## config.mk

```make
export PLATFORM = sky130hd
export DESIGN_NAME = slow_wdog_timer
export DESIGN_NICKNAME = d
export VERILOG_FILES = /design/src/rtl/swdt_pkg.sv /design/src/rtl/swdt_prescale.sv /design/src/rtl/swdt_sync.sv /design/src/rtl/swdt_core.sv /design/src/rtl/slow_wdog_timer.sv
export SDC_FILE = /design/constraint.sdc
export NUM_CORES = 1
export LEC_CHECK = 0
export ABC_AREA = 1
export BUFFER_PORTS_ARGS = -buffer_cell sky130_fd_sc_hd__clkbuf_2
export CORE_UTILIZATION = 30
export DETAILED_ROUTE_END_ITERATION = 8
export PLACE_DENSITY = 0.43
export SLEW_MARGIN = 40
export SYNTH_ARGS = -nofsm -noshare
export SYNTH_HDL_FRONTEND = slang
export SYNTH_SLANG_ARGS = --single-unit
```

## constraint.sdc

```tcl
create_clock -name clk -period 4.3 [get_ports clk]
set_input_delay 0.645 -clock clk [delete_from_list [all_inputs] [get_ports clk]]
set_output_delay 0.645 -clock clk [all_outputs]
set_load 0.005 [all_outputs]
```

## src/rtl/swdt_pkg.sv

```systemverilog
package swdt_pkg;

  // Timeout length in ticks for a two-bit code: base, 2x, 4x, 8x.
  function automatic int unsigned wd_span(input logic [1:0] code,
                                          input int unsigned base);
    return base << code;
  endfunction

endpackage

```

## src/rtl/swdt_prescale.sv

```systemverilog
module swdt_prescale #(
  parameter int unsigned CLK_PER_TICK = 50000
) (
  input  logic clk,
  input  logic rst_n,
  input  logic restart_i,
  output logic tick_o
);

  localparam int unsigned PW   = (CLK_PER_TICK > 1) ? $clog2(CLK_PER_TICK) : 1;
  localparam int unsigned LAST = CLK_PER_TICK - 1;

  logic [PW-1:0] phase_q;

  always_ff @(posedge clk or negedge rst_n) begin
    if (!rst_n)                       phase_q <= '0;
    else if (restart_i)               phase_q <= '0;
    else if (phase_q == PW'(LAST))    phase_q <= '0;
    else                              phase_q <= phase_q + 1'b1;
  end

  assign tick_o = (phase_q == PW'(LAST));

  generate
    if (CLK_PER_TICK > 1) begin : g_tick_gap
      // ticks are isolated single-cycle pulses
      p_tick_single_r3: assert property (@(posedge clk) disable iff (!rst_n)
        tick_o |=> !tick_o);
    end
  endgenerate

endmodule

```

## src/rtl/swdt_sync.sv

```systemverilog
module swdt_sync #(
  parameter int unsigned STAGES = 2
) (
  input  logic clk,
  input  logic rst_n,
  input  logic async_i,
  output logic sync_o
);

  logic [STAGES-1:0] chain_q;

  generate
    if (STAGES == 1) begin : g_one
      always_ff @(posedge clk or negedge rst_n) begin
        if (!rst_n) chain_q <= '1;
        else        chain_q <= async_i;
      end
    end else begin : g_many
      always_ff @(posedge clk or negedge rst_n) begin
        if (!rst_n) chain_q <= '1;
        else        chain_q <= {chain_q[STAGES-2:0], async_i};
      end
    end
  endgenerate

  assign sync_o = chain_q[STAGES-1];

endmodule

```

## src/rtl/swdt_core.sv

```systemverilog
module swdt_core
  import swdt_pkg::*;
#(
  parameter int unsigned BASE_TICKS = 250
) (
  input  logic       clk,
  input  logic       rst_n,
  input  logic       wr_en_i,
  input  logic       wr_enable_i,
  input  logic [1:0] wr_code_i,
  input  logic       tick_i,
  input  logic       ext_low_i,
  output logic       en_o,
  output logic [1:0] code_o,
  output logic       expired_o
);

  localparam int unsigned MAX_SPAN = BASE_TICKS * 8;
  localparam int unsigned CW       = $clog2(MAX_SPAN + 1);

  logic          en_q;
  logic [1:0]    code_q;
  logic          expired_q;
  logic [CW-1:0] cnt_q;

  // Named events for the assertions
  logic [CW-1:0] load_val;
  logic [CW-1:0] wr_load_val;
  logic          run_tick;
  logic          at_end;

  assign load_val    = CW'(wd_span(code_q, BASE_TICKS));
  assign wr_load_val = CW'(wd_span(wr_code_i, BASE_TICKS));
  assign run_tick    = tick_i && en_q && !expired_q;
  assign at_end      = (cnt_q <= CW'(1));

  always_ff @(posedge clk or negedge rst_n) begin
    if (!rst_n) begin
      en_q      <= 1'b0;
      code_q    <= 2'd0;
      expired_q <= 1'b0;
      cnt_q     <= '0;
    end else if (wr_en_i) begin
      en_q   <= wr_enable_i;
      code_q <= wr_code_i;
      cnt_q  <= wr_load_val;
      if (!wr_enable_i) expired_q <= 1'b0;
    end else if (run_tick) begin
      if (ext_low_i) begin
        cnt_q <= load_val;
      end else if (at_end) begin
        cnt_q     <= '0;
        expired_q <= 1'b1;
      end else begin
        cnt_q <= cnt_q - 1'b1;
      end
    end
  end

  assign en_o      = en_q;
  assign code_o    = code_q;
  assign expired_o = expired_q;

  // a disabled timer never holds the expired flag
  p_off_no_trip_r8: assert property (@(posedge clk) disable iff (!rst_n)
    !en_q |-> !expired_q);

  // expiry only goes away through a disabling write
  p_trip_latched_r6: assert property (@(posedge clk) disable iff (!rst_n)
    (expired_q && !(wr_en_i && !wr_enable_i)) |=> expired_q);

  // expiry is entered only from the last count on a tick
  p_rise_at_end_r3: assert property (@(posedge clk) disable iff (!rst_n)
    $rose(expired_q) |-> ($past(tick_i) && $past(cnt_q) == CW'(1)));

  // the count never exceeds the longest span
  p_cnt_bound_r3: assert property (@(posedge clk) disable iff (!rst_n)
    cnt_q <= CW'(MAX_SPAN));

  // a write loads the span of the written code
  p_write_load_r4: assert property (@(posedge clk) disable iff (!rst_n)
    wr_en_i |=> (cnt_q == $past(wr_load_val)));

  // a tick seen with external reload low restores the full span
  p_ext_reload_r5: assert property (@(posedge clk) disable iff (!rst_n)
    (run_tick && ext_low_i && !wr_en_i) |=> (cnt_q == $past(load_val)));

endmodule

```

## src/rtl/slow_wdog_timer.sv

```systemverilog
module slow_wdog_timer #(
  parameter int unsigned CLK_PER_TICK = 50000,
  parameter int unsigned BASE_TICKS   = 250,
  parameter int unsigned SYNC_STAGES  = 2
) (
  input  logic       clk,
  input  logic       rst_n,
  input  logic       wr_en,
  input  logic [7:0] wr_data,
  output logic [7:0] rd_data,
  input  logic       reload_n,
  output logic       trip_n
);

  logic       tick;
  logic       reload_sync;
  logic       en;
  logic [1:0] code;
  logic       expired;
  logic       unused_wr_bits;

  assign unused_wr_bits = ^wr_data[6:2];

  swdt_prescale #(.CLK_PER_TICK(CLK_PER_TICK)) u_prescale (
    .clk       (clk),
    .rst_n     (rst_n),
    .restart_i (wr_en),
    .tick_o    (tick)
  );

  swdt_sync #(.STAGES(SYNC_STAGES)) u_sync (
    .clk     (clk),
    .rst_n   (rst_n),
    .async_i (reload_n),
    .sync_o  (reload_sync)
  );

  swdt_core #(.BASE_TICKS(BASE_TICKS)) u_core (
    .clk         (clk),
    .rst_n       (rst_n),
    .wr_en_i     (wr_en),
    .wr_enable_i (wr_data[7]),
    .wr_code_i   (wr_data[1:0]),
    .tick_i      (tick),
    .ext_low_i   (!reload_sync),
    .en_o        (en),
    .code_o      (code),
    .expired_o   (expired)
  );

  assign rd_data = {en, expired, 4'b0000, code};
  assign trip_n  = !expired;

  // the trip output is released one cycle after a disabling write
  p_release_r7: assert property (@(posedge clk) disable iff (!rst_n)
    (wr_en && !wr_data[7]) |=> trip_n);

endmodule

```

After elaboration in Yosys (flattened, before gate mapping)
Index checks and enable logic that the tools add are counted.
- register bits after elaboration: 33
- bits of input ports: 12
- logic and storage cells: 31
- add/sub/neg operators: 2
- $lt $le $gt $ge: 1
- equality and inequality tests: 2
- shifts and indexed selects: 2
- muxes and demuxes: 11
- reductions and logical operators: 7
- operator list (kind ; number):
    11-bit 2-to-1 mux ; 4
    16-bit 2-to-1 mux ; 2
    8-bit by 2-bit << shifter with 11-bit output (first input constant) ; 2
    16-bit by 1-bit adder with 16-bit output (second input constant) ; 1
    16-bit equality test (second input constant) ; 1
    11-bit by 1-bit <= comparator with 1-bit output (second input constant) ; 1
    11-bit by 1-bit subtractor with 11-bit output (second input constant) ; 1
    2-bit nonzero test ; 3
    1-bit 2-to-1 mux ; 5
    4-bit AND reduction ; 1
    1-bit logical AND ; 2
    2-bit inequality test (second input constant) ; 1
    1-bit logical NOT ; 1

Longest topological paths before layout
Gate-level depths: netlist (run 1).
- word-level depth: 5
- mapped depth: 10
- gate-level depth less buffers: 10

By module
Synthesis (run 1) repeated with hierarchy kept, for this count alone.
- cells, all modules: 287
- area total of the unflattened synthesis: 2072.0 µm²
- by module, submodules not included (module ; times used ; cells each ; area an instance (µm²)):
    swdt_core ; 1 ; 151 ; 1047.3
    swdt_prescale ; 1 ; 125 ; 915.9
    slow_wdog_timer ; 1 ; 9 ; 56.3
    swdt_sync ; 1 ; 2 ; 52.6

Least setup slack after synthesis (run 1)
OpenSTA, ideal clock, no wires.
- path type: flip-flop to flip-flop
- start: reg u_core.cnt_q[0]
- end: reg u_core.cnt_q[10]
- data arrival time: 1.293 ns
- data required time: 4.182 ns
- path slack: 2.889 ns
- cell stages (with the launch flop): 9
- path buffers: 0
- path through: dfrtp_1 inv_1 ha_1 nand2_1 nor2_1 nand2_1 xor2_1 a21oi_1 nor2_1
- longest elaborated chain between the ends: 5
- elaborated cells on any way between the ends: 6
- classes of those cells: add/sub (1); order compare (1); mux (4)
- RTL lines (element ; RTL line ; source):
    from (decl) ; swdt_core.sv:24 ; logic [CW-1:0] cnt_q;
    from (signal assigned) ; swdt_core.sv:46 ; cnt_q <= wr_load_val;
    from (signal assigned) ; swdt_core.sv:50 ; cnt_q <= load_val;
    from (signal assigned) ; swdt_core.sv:55 ; cnt_q <= cnt_q - 1'b1;
    11-bit by 1-bit subtractor with 11-bit output or 11-bit by 1-bit <= comparator with 1-bit output (tied branches) ; swdt_core.sv:55, swdt_core.sv:35 ;
    11-bit 2-to-1 mux (*) ; swdt_core.sv:51 ; end else if (at_end) begin
    11-bit 2-to-1 mux (*) ; swdt_core.sv:49 ; if (ext_low_i) begin
    11-bit 2-to-1 mux (*) ; swdt_core.sv:48 ; end else if (run_tick) begin
    11-bit 2-to-1 mux (*) ; swdt_core.sv:43 ; end else if (wr_en_i) begin
Every way passes the cells marked *; elsewhere a longest branch is shown, timed or not. The select of a mux whose other input is x is not followed.
A chain may end at the register's enable or synchronous reset.

Worst setup path after layout (run 1)
- start: reg u_prescale.phase_q[0]
- end: reg u_core.cnt_q[1]
- longest elaborated chain between the ends: 4
- RTL lines (element ; RTL line ; source):
    from (decl) ; swdt_prescale.sv:13 ; logic [PW-1:0] phase_q;
    from (signal assigned) ; swdt_prescale.sv:19 ; else phase_q <= phase_q + 1'b1;
    16-bit equality test ; swdt_prescale.sv:22 ; assign tick_o = (phase_q == PW'(LAST));
    1-bit logical AND (2 in a row) ; swdt_core.sv:34 ; assign run_tick = tick_i && en_q && !expired_q;
    2-bit nonzero test (no line) ; - ;
No other way between the ends.

==> run summary, run 1 <==
worst hold slack - 332 ps
final std cells w/o fill - 353
Yosys warnings - 0
Data required, critical path - 4530 ps
pwr dens - 312 mW/mm^2
gp weighted congestion - 0.800
GR Util All Layers - 14.5%
Worst VDD drop - 0.164 mV
Mapped Cells - 263
setup_tns - 0 ps
# hold bufs at CTS - 0
via count - 1664
vias in the first global route - 1650
fin. max-slew vios - 0
Area after DPL - 0.00208 mm^2
initial drt markers - 101
row count - 29
Netlist cell types - 35
CP Launch Type - flip-flop
largest net degree at the start of global routing - 34
first-pass GRT wire length - 7.98 mm
Crit. End Element - flip-flop
post-synthesis register bit count - 33
DIE WIDTH - 83.4 um
final antenna-violating net count - 0
fin crit period - 1760 ps
Tot Pwr - 677 uW
latest clock arrival within the worst-skew pair - 290 ps
clk slew on worst S/H paths - 80 ps
initial antenna violation count - 0
DRT Wirelength - 4.67 mm
CTS sink count - 33
layout cells sized above 1 - 13.4%
num ports - 21
post-synthesis async set-or-reset flop share - 100%
most frequent cells in the layout - 48 x nand2_1, 44 x nor2_1, 31 x dfrtp_1
CP most frequent cell - nand3_2
Tcrit/Tclk final - 40.9%
Post-Syn Area - 0.00199 mm^2
Buf/Inv on CP - 1
detailed-route DRC error count - 0
DR WL/cell - 13.2 um
GRT overflow - 0
Setup Crit Path Kind - flip-flop to flip-flop
leakage - 0.975 nW
Critical Path AT - 1990 ps
CTS buffer count - 5
placed cell count - 345
crit path cell chain - ha_1 -> nand3_2 -> nor3_2 -> nand3_2 -> nand2_4 -> inv_2 -> nor2_2 -> o21ai_1 -> nand2_1
Vias/cell - 4.71
drt pass-1 iters - 4
die area - 0.00695 mm^2
fmax - 568 MHz
Root Buffer - clkbuf_8
number of I/O port buffers - 11
status - finished, final reports clean
post-layout instance area - 0.00217 mm^2
RSZ-0062 raised after global routing - false
post-synthesis sequential area ratio - 41.7%
max cap viols - 0
Antenna Cells - 0
CORE AREA - 0.00639 mm^2
Finished Core Util - 34.0%
Worst Path Max Fanout - 16
clock buffer depth - 2
Syn Area/Cell - 7.55 um^2
setup ws final - 2540 ps
Post-CTS Setup Bufs - 0
final hold vios - 0
Crit path max-delay family - simple AND/OR/NAND/NOR gates
Die Y - 83.4 um
number of synthesized flops with an enable pin - 0
H-tree depth - 2
Final setup viols - 0
FILL cells - 700
Worst Skew - 12.2 ps
Setup WS pre-CTS - 2290 ps
most common cell after layout, fill and taps aside - nand2_1
initial core utilization - 31.1%
Top FF cell, synth - dfrtp_1
Final HPWL DP - 3.41 mm
Area growth, synth to finish - 9.20%
Hold Crit Class - input port to asynchronous set/reset pin
CTS resizes - 0
TritonCTS clock tree - built
slowest CP cell - dfrtp_1
nets@finish - 290
slowest cell delay on critical path - 370 ps
[layer usage]
layer | wire, um | global-route usage [%] | up-vias | part of all wire, %
met5 | 0 | 0 | - | 0
met2 | 2230 | 24.2 | 22 | 48
li1 | - | - | 871 | -
met1 | 2240 | 18.3 | 763 | 48
met4 | 84 | 5.80 | 0 | 1.8
met3 | 118 | 3.18 | 8 | 2.5
[synth_stat cells (2+ instances only)]
cell type,count,area [um^2]
buf_4,6,45.0
nor4_1,3,18.8
nand4_1,6,37.5
nand3_2,3,30.0
nand3_1,15,75.1
o21ai_0,15,75.1
nor2_1,44,165
nor3_2,2,20.0
nor2_2,4,25.0
nor3_1,13,65.1
a31oi_1,2,12.5
a21oi_1,10,50.1
xnor2_1,2,17.5
inv_1,27,101
dfstp_2,2,52.6
inv_2,3,11.3
xor2_1,8,70.1
ha_1,3,37.5
nand2_1,48,180
dfrtp_1,31,776
o21bai_1,2,15.0
[path summary, 6_finish.rpt]
check / from / endpoint / slack (ps) / cells after the start
max reg2reg: u_prescale.phase_q[0] / u_core.cnt_q[1] / 2540 / 9
min: rst_n / u_core.cnt_q[6] / 330 / 1
max: u_prescale.phase_q[0] / u_core.cnt_q[1] / 2540 / 9
max in group asynchronous: rst_n / u_sync.chain_q[1] / 3600 / 1
min in group clk: u_sync.chain_q[0] / u_sync.chain_q[1] / 360 / 0
min reg2reg: u_sync.chain_q[0] / u_sync.chain_q[1] / 360 / 0
[logic make-up after synthesis]
logic type,share of synthesized area (%)
simple gates,32.3
fa+ha+maj,1.89
other cells,0.189
xor+xnor,4.41
flops,41.7
compound gates,10.4
buf+inv,9.14
[registers in the layout, indices dropped and copies added, names as in the netlist]
signal / flops
u_core.cnt_q: 11
u_core.code_o: 2
u_core.en_o: 1
u_core.expired_o: 1
u_prescale.phase_q: 16
u_sync.chain_q: 2
[cell type report]
type | instances | area [um^2] | area share, %
repair buffers | 11 | 57.6 | 2.65
clock inverters | 3 | 17.5 | 0.808
inverters | 30 | 113 | 5.19
multi-input cells | 194 | 987 | 45.5
flip-flops and latches | 33 | 828 | 38.2
clock buffers | 5 | 68.8 | 3.17
well taps | 77 | 96.3 | 4.44
[power by group]
part           leakage (nW)  internal (mW)  switching [mW]  total [mW]
clock                0.0439          0.112           0.126       0.238
sequential            0.419          0.328          0.0168       0.345
combinational         0.512         0.0318          0.0623      0.0940
(Power assumes the default switching activity.)
==> run 2: changes to the inputs <==
==> constraint.sdc (replaced) <==
create_clock -name clk -period 1.7 [get_ports clk]
set_input_delay 0.255 -clock clk [delete_from_list [all_inputs] [get_ports clk]]
set_output_delay 0.255 -clock clk [all_outputs]
set_load 0.005 [all_outputs]
==> run summary, run 2 (synthesized netlist as in run 1, its figures left out) <==
status - finished, violations left
failing checks - negative hold slack
slowest cell delay on critical path - 430 ps (+60 ps)
via count - 1719 (+3.3%)
Tot Pwr - 1.92 mW (+180%)
crit path cell chain - nor2_1 -> nand3_2 -> nand2_1 -> nand2_2 -> nand2_1 -> nor2_2 -> a21oi_1 -> nor2_1
DRT Wirelength - 4.80 mm (+2.8%)
Worst Skew - 13.0 ps (+0.778 ps)
slowest CP cell - dfrtp_1
die area - 0.00695 mm^2 (unchanged)
TritonCTS clock tree - built
leakage - 1.07 nW (+10%)
clk slew on worst S/H paths - 80 ps (about the same)
fin crit period - 1580 ps (-177 ps)
start point of the critical path - u_core.cnt_q[2]
CORE AREA - 0.00639 mm^2 (unchanged)
gp weighted congestion - 0.788 (-1.5%)
setup ws final - 116 ps (-2420 ps)
largest reg by FF count - u_prescale.phase_q
max cap viols - 0 (unchanged)
FILL cells - 689 (-1.6%)
CTS buffer count - 5 (unchanged)
final hold vios - 1 (+1)
num ports - 21 (unchanged)
sequential share of power - 45.3% (-5.6 points)
H-tree depth - 2 (unchanged)
GRT overflow - 0 (unchanged)
setup_tns - 0 ps (unchanged)
initial drt markers - 36 (-64%)
detailed-route DRC error count - 0 (unchanged)
RSZ-0062 raised after global routing - false
biggest regs - u_prescale.phase_q (16), u_core.cnt_q (11)
Crit. End Element - flip-flop
DR WL/cell - 13.0 um (-1.9%)
Setup Crit Path Kind - flip-flop to flip-flop
placed cell count - 360 (+4.3%)
combinational power share - 13.9% (about the same)
worst hold slack - -7.36 ps (-339 ps)
Multi-input gate area - 0.00102 mm^2 (+3.3%)
Reg-to-Reg Start - u_core.cnt_q[2]
# hold bufs at CTS - 0 (unchanged)
flop2flop setup slack - 120 ps (-2420 ps)
vias in the first global route - 1716 (+4.0%)
drt pass-1 iters - 4 (unchanged)
DIE WIDTH - 83.4 um (unchanged)
final antenna-violating net count - 0 (unchanged)
nets@finish - 307 (+5.9%)
fmax - 631 MHz (+11%)
Area growth, synth to finish - 18.3%
initial antenna violation count - 0 (unchanged)
P_sw - 513 uW (+150%)
clock buffer depth - 2 (unchanged)
initial core utilization - 31.1% (unchanged)
number of I/O port buffers - 11 (unchanged)
Antenna Cells - 0 (unchanged)
pwr dens - 818 mW/mm^2 (+160%)
Tcrit/Tclk final - 93.2% (+52 points)
most common cell after layout, fill and taps aside - nand2_1
fin. max-slew vios - 0 (unchanged)
Critical Path AT - 1770 ps (-220 ps)
latest clock arrival within the worst-skew pair - 290 ps (about the same)
CP Launch Type - flip-flop
Data required, critical path - 1890 ps (-2640 ps)
Root Buffer - clkbuf_8
CTS sink count - 33 (unchanged)
Worst VDD drop - 0.300 mV (+83%)
crit path to - u_core.cnt_q[10]
largest net degree at the start of global routing - 34 (unchanged)
layout cells sized above 1 - 19.1% (+5.7 points)
final std cells w/o fill - 370 (+4.8%)
GR Util All Layers - 14.9% (+0.38 points)
Hold Crit Class - input port to asynchronous set/reset pin
Worst Reg-to-Reg Cells - 8 (-1)
most frequent cells in the layout - 48 x nand2_1, 43 x nor2_1, 31 x dfrtp_1
Net Sw Frac - 26.7% (-3.6 points)
max reg flops - 16 (unchanged)
Vias/cell - 4.65 (-1.4%)
internal cell power - 1.41 mW (+200%)
Setup WS pre-CTS - 113 ps (-2170 ps)
row count - 29 (unchanged)
first-pass GRT wire length - 8.15 mm (+2.1%)
Die Y - 83.4 um (unchanged)
Final HPWL DP - 3.55 mm (+4.2%)
Final setup viols - 0 (unchanged)
clock share of power - 40.8% (+5.6 points)
reg2reg end - u_core.cnt_q[10]
Worst Path Max Fanout - 7 (-9)
Seq. cell area - 828 um^2 (unchanged)
==> run 2: cell count changes in the layout (fill, tap and decap cells not counted), sizes merged <==
cell      before  now
clkbuf        16   18
clkinv         2    0
nand2         50   51
bufinv         0    1
clkinvlp       1    0
buf            0   16
==> run 2: power groups by stage <==
stage | Sequential [mW] | Clock, mW | Combinational, mW
final | 0.870 | 0.784 | 0.266
after global routing | 0.878 | 0.847 | 0.304
after CTS | 0.869 | 0.811 | 0.263
after detailed placement | 0.884 | 0 | 0.262
after global placement | 0.884 | 0 | 0.263
after floorplan | 0.877 | 0 | 0.180
==> run 2: critical path, delay by kind of cell, from the launching register on <==
kind,cells,cell delay [ps]
flip-flops,1,430
AND/OR/NAND/NOR,7,900
AO/OA/AOI/OAI,1,150
==> run 2: what timing repair did <==
action                                  4_1_cts  5_1_grt
setup buffers                                 0        1
gates resized for setup                       0        6
endpoints found under the setup margin        0        4
==> run 2: routing by layer <==
| layer | routed length [um] | global-route usage (%) | part of all wire [%] |
|---|---|---|---|
| met2 | 2360 | 25.6 | 49 |
| met4 | 59 | 5.33 | 1.2 |
| met3 | 125 | 3.38 | 2.6 |
| met5 | 0 | 0 | 0 |
| met1 | 2260 | 18.3 | 47 |
==> run 2: how the worst min path moves through the flow <==
stage	startpoint	endpoint	slack, ps
floorplan	rst_n	u_core.cnt_q[0]	-40
global placement	rst_n	u_core.cnt_q[7]	330
finish	rst_n	u_core.cnt_q[0]	-7
detailed placement	rst_n	u_core.cnt_q[7]	330
global route	reload_n	u_sync.chain_q[0]	30
CTS	rst_n	u_core.cnt_q[0]	10
==> run 2: per-stage QoR <==
stage	cell area [um^2]	utilization [%]
3_5_place_dp	2190	34.3
2_1_floorplan	2000	-
3_3_place_gp	2190	34.3
6_report	2350	36.8
5_1_grt	2350	36.8
4_1_cts	2310	36.1
==> run 2: area by class of cell <==
type | count | share of cell area [%]
sequential | 33 | 35.3
multi-input combinational | 195 | 43.4
clock inverter | 1 | 1.28
tap | 77 | 4.10
timing repair buffer | 27 | 7.46
clock buffer | 7 | 3.68
inverter | 30 | 4.79
==> run 3: changes to the inputs <==
--- a/config.mk
+++ b/config.mk
@@ -7,6 +7,7 @@
 export LEC_CHECK = 0
 export ABC_AREA = 1
 export BUFFER_PORTS_ARGS = -buffer_cell sky130_fd_sc_hd__clkbuf_2
+export CORE_ASPECT_RATIO = 1.75
 export CORE_UTILIZATION = 30
 export DETAILED_ROUTE_END_ITERATION = 8
 export PLACE_DENSITY = 0.43
==> run summary, run 3 (synthesized netlist as in run 1, its figures left out) <==
Tightest Pin Transition - 496 ps
nets@finish - 309 (+0.65%)
detailed-route DRC error count - 0 (unchanged)
setup ws final - 119 ps (+3.04 ps)
Worst Reg-to-Reg Cells - 6 (-2)
Setup Crit Path Kind - flip-flop to flip-flop
fmax - 633 MHz (+0.19%)
Antenna Cells - 0 (unchanged)
max reg flops - 16 (unchanged)
failing checks - negative hold slack
Area growth, synth to finish - 19.0%
fin. max-slew vios - 0 (unchanged)
Setup WS pre-CTS - 73.3 ps (-39.2 ps)
DR WL/cell - 14.0 um (+7.8%)
Finished Core Util - 37.7% (+0.88 points)
initial antenna violation count - 0 (unchanged)
GRT overflow - 0 (unchanged)
pwr dens - 821 mW/mm^2 (+0.43%)
layout cells sized above 1 - 19.3% (+0.21 points)
Worst Path Max Fanout - 6 (-1)
max cap viols - 0 (unchanged)
biggest regs - u_prescale.phase_q (16), u_core.cnt_q (11)
Hold Crit Class - input port to asynchronous set/reset pin
Final setup viols - 0 (unchanged)
row count - 38 (+31%)
Final HPWL DP - 4.04 mm (+14%)
latest clock arrival within the worst-skew pair - 290 ps (about the same)
initial core utilization - 31.6% (+0.55 points)
vias in the first global route - 1798 (+4.8%)
die area - 0.00696 mm^2 (+0.19%)
leakage - 1.08 nW (+0.96%)
drt pass-1 iters - 4 (unchanged)
via count - 1791 (+4.2%)
first-pass GRT wire length - 8.38 mm (+2.8%)
DRT Wirelength - 5.25 mm (+9.2%)
final hold vios - 9 (+8)
final antenna-violating net count - 0 (unchanged)
largest net degree at the start of global routing - 34 (unchanged)
most common cell after layout, fill and taps aside - nand2_1
reg2reg end - u_prescale.phase_q[14]
CTS buffer count - 5 (unchanged)
Root Buffer - clkbuf_8
Crit. End Element - flip-flop
RSZ-0062 raised after global routing - true
Slew HR - 66.7%
TritonCTS clock tree - built
Critical Path AT - 1790 ps (+20 ps)
gp weighted congestion - 0.869 (+10%)
Tcrit/Tclk final - 93.0% (-0.18 points)
largest reg by FF count - u_prescale.phase_q
fin crit period - 1580 ps (-3.04 ps)
status - finished, violations left
Worst Skew - 9.63 ps (-3.36 ps)
clk slew on worst S/H paths - 80 ps (about the same)
DIE WIDTH - 63.5 um (-24%)
Worst VDD drop - 0.592 mV (+98%)
CORE AREA - 0.00628 mm^2 (-1.7%)
Vias/cell - 4.78 (+2.8%)
flop2flop setup slack - 120 ps (about the same)
num ports - 21 (unchanged)
clock buffer depth - 2 (unchanged)
CP Launch Type - flip-flop
initial drt markers - 81 (+130%)
most frequent cells in the layout - 48 x nand2_1, 43 x nor2_1, 31 x dfrtp_1
H-tree depth - 2 (unchanged)
GR Util All Layers - 16.4% (+1.5 points)
Die Y - 110 um (+32%)
number of I/O port buffers - 11 (unchanged)
# hold bufs at CTS - 0 (unchanged)
Data required, critical path - 1910 ps (+20 ps)
Reg-to-Reg Start - u_prescale.phase_q[0]
CTS sink count - 33 (unchanged)
worst hold slack - -3.79 ps (+3.58 ps)
-- run 3: cell count changes in the layout (fill, tap and decap cells not counted) --
| cell | change |
|---|---|
| ha_1 | +1 |
| nand2_2 | -1 |
| buf_4 | +3 |
| nand3_4 | -1 |
| ha_2 | -1 |
| nor2_4 | +1 |
| nor2_2 | -1 |
| nand3_2 | +1 |
-- run 3: cell type report --
type | count | area, um^2
Timing Repair Buffer | 30 | 198
Clock buffer | 7 | 86.3
Sequential cell | 33 | 828
Inverter | 30 | 113
Clock inverter | 1 | 30.0
Tap cell | 80 | 100
Multi-Input combinational cell | 194 | 1010
Fill cell | 701 | 3910
-- run 3: stage by stage --
stage / hold WS (ps) / instances / area (um^2) / TNS [ps] / power (mW)
6_report: -3.79 / 375 / 2360 / 0 / 1.94
5_1_grt: 32.6 / 375 / 2360 / -22.2 / 2.05
4_1_cts: 9.02 / 372 / 2320 / 0 / 1.98
3_5_place_dp: 326 / 364 / 2200 / 0 / 1.18
3_3_place_gp: 325 / 364 / 2200 / 0 / 1.17
2_1_floorplan: -40.6 / 266 / 2000 / 0 / 1.06
-- run 3: critical path, cell delays in order (launching register included) --
cell     delay, ps
dfrtp_1        370
ha_1           220
nand3_4        130
nor3_1         420
a31o_2         230
nand3_1         60
nor2_1          90
-- run 3: how the worst max path moves through the flow --
stage / from / endpoint / slack, ps / cells past startpoint
detailed placement: u_prescale.phase_q[0] / u_core.cnt_q[9] / 70 / 9
CTS: u_prescale.phase_q[0] / u_core.cnt_q[9] / 60 / 9
floorplan: u_core.cnt_q[0] / u_core.cnt_q[10] / 290 / 8
global placement: u_prescale.phase_q[0] / u_core.cnt_q[10] / 80 / 8
finish: u_prescale.phase_q[0] / u_prescale.phase_q[14] / 120 / 6
global route: u_core.cnt_q[1] / u_core.cnt_q[8] / -10 / 10
-- run 3: power breakdown --
part | internal (mW) | switching (mW)
combinational | 0.113 | 0.178
sequential | 0.830 | 0.0470
clock | 0.478 | 0.295
-- run 3: timing repair --
action,4_1_cts,5_1_grt
buffers inserted,0,3
setup endpoints to repair,0,8
resized for setup,0,5
-- run 3: per-layer routing --
metal	up-vias	share of wire, %	routed length [um]	global-route usage, %
met5	-	0	0	0
met4	0	4.6	241	11.0
met3	15	2.3	121	2.70
met2	34	58	3040	33.4
met1	837	35	1840	14.1
li1	905	-	-	-
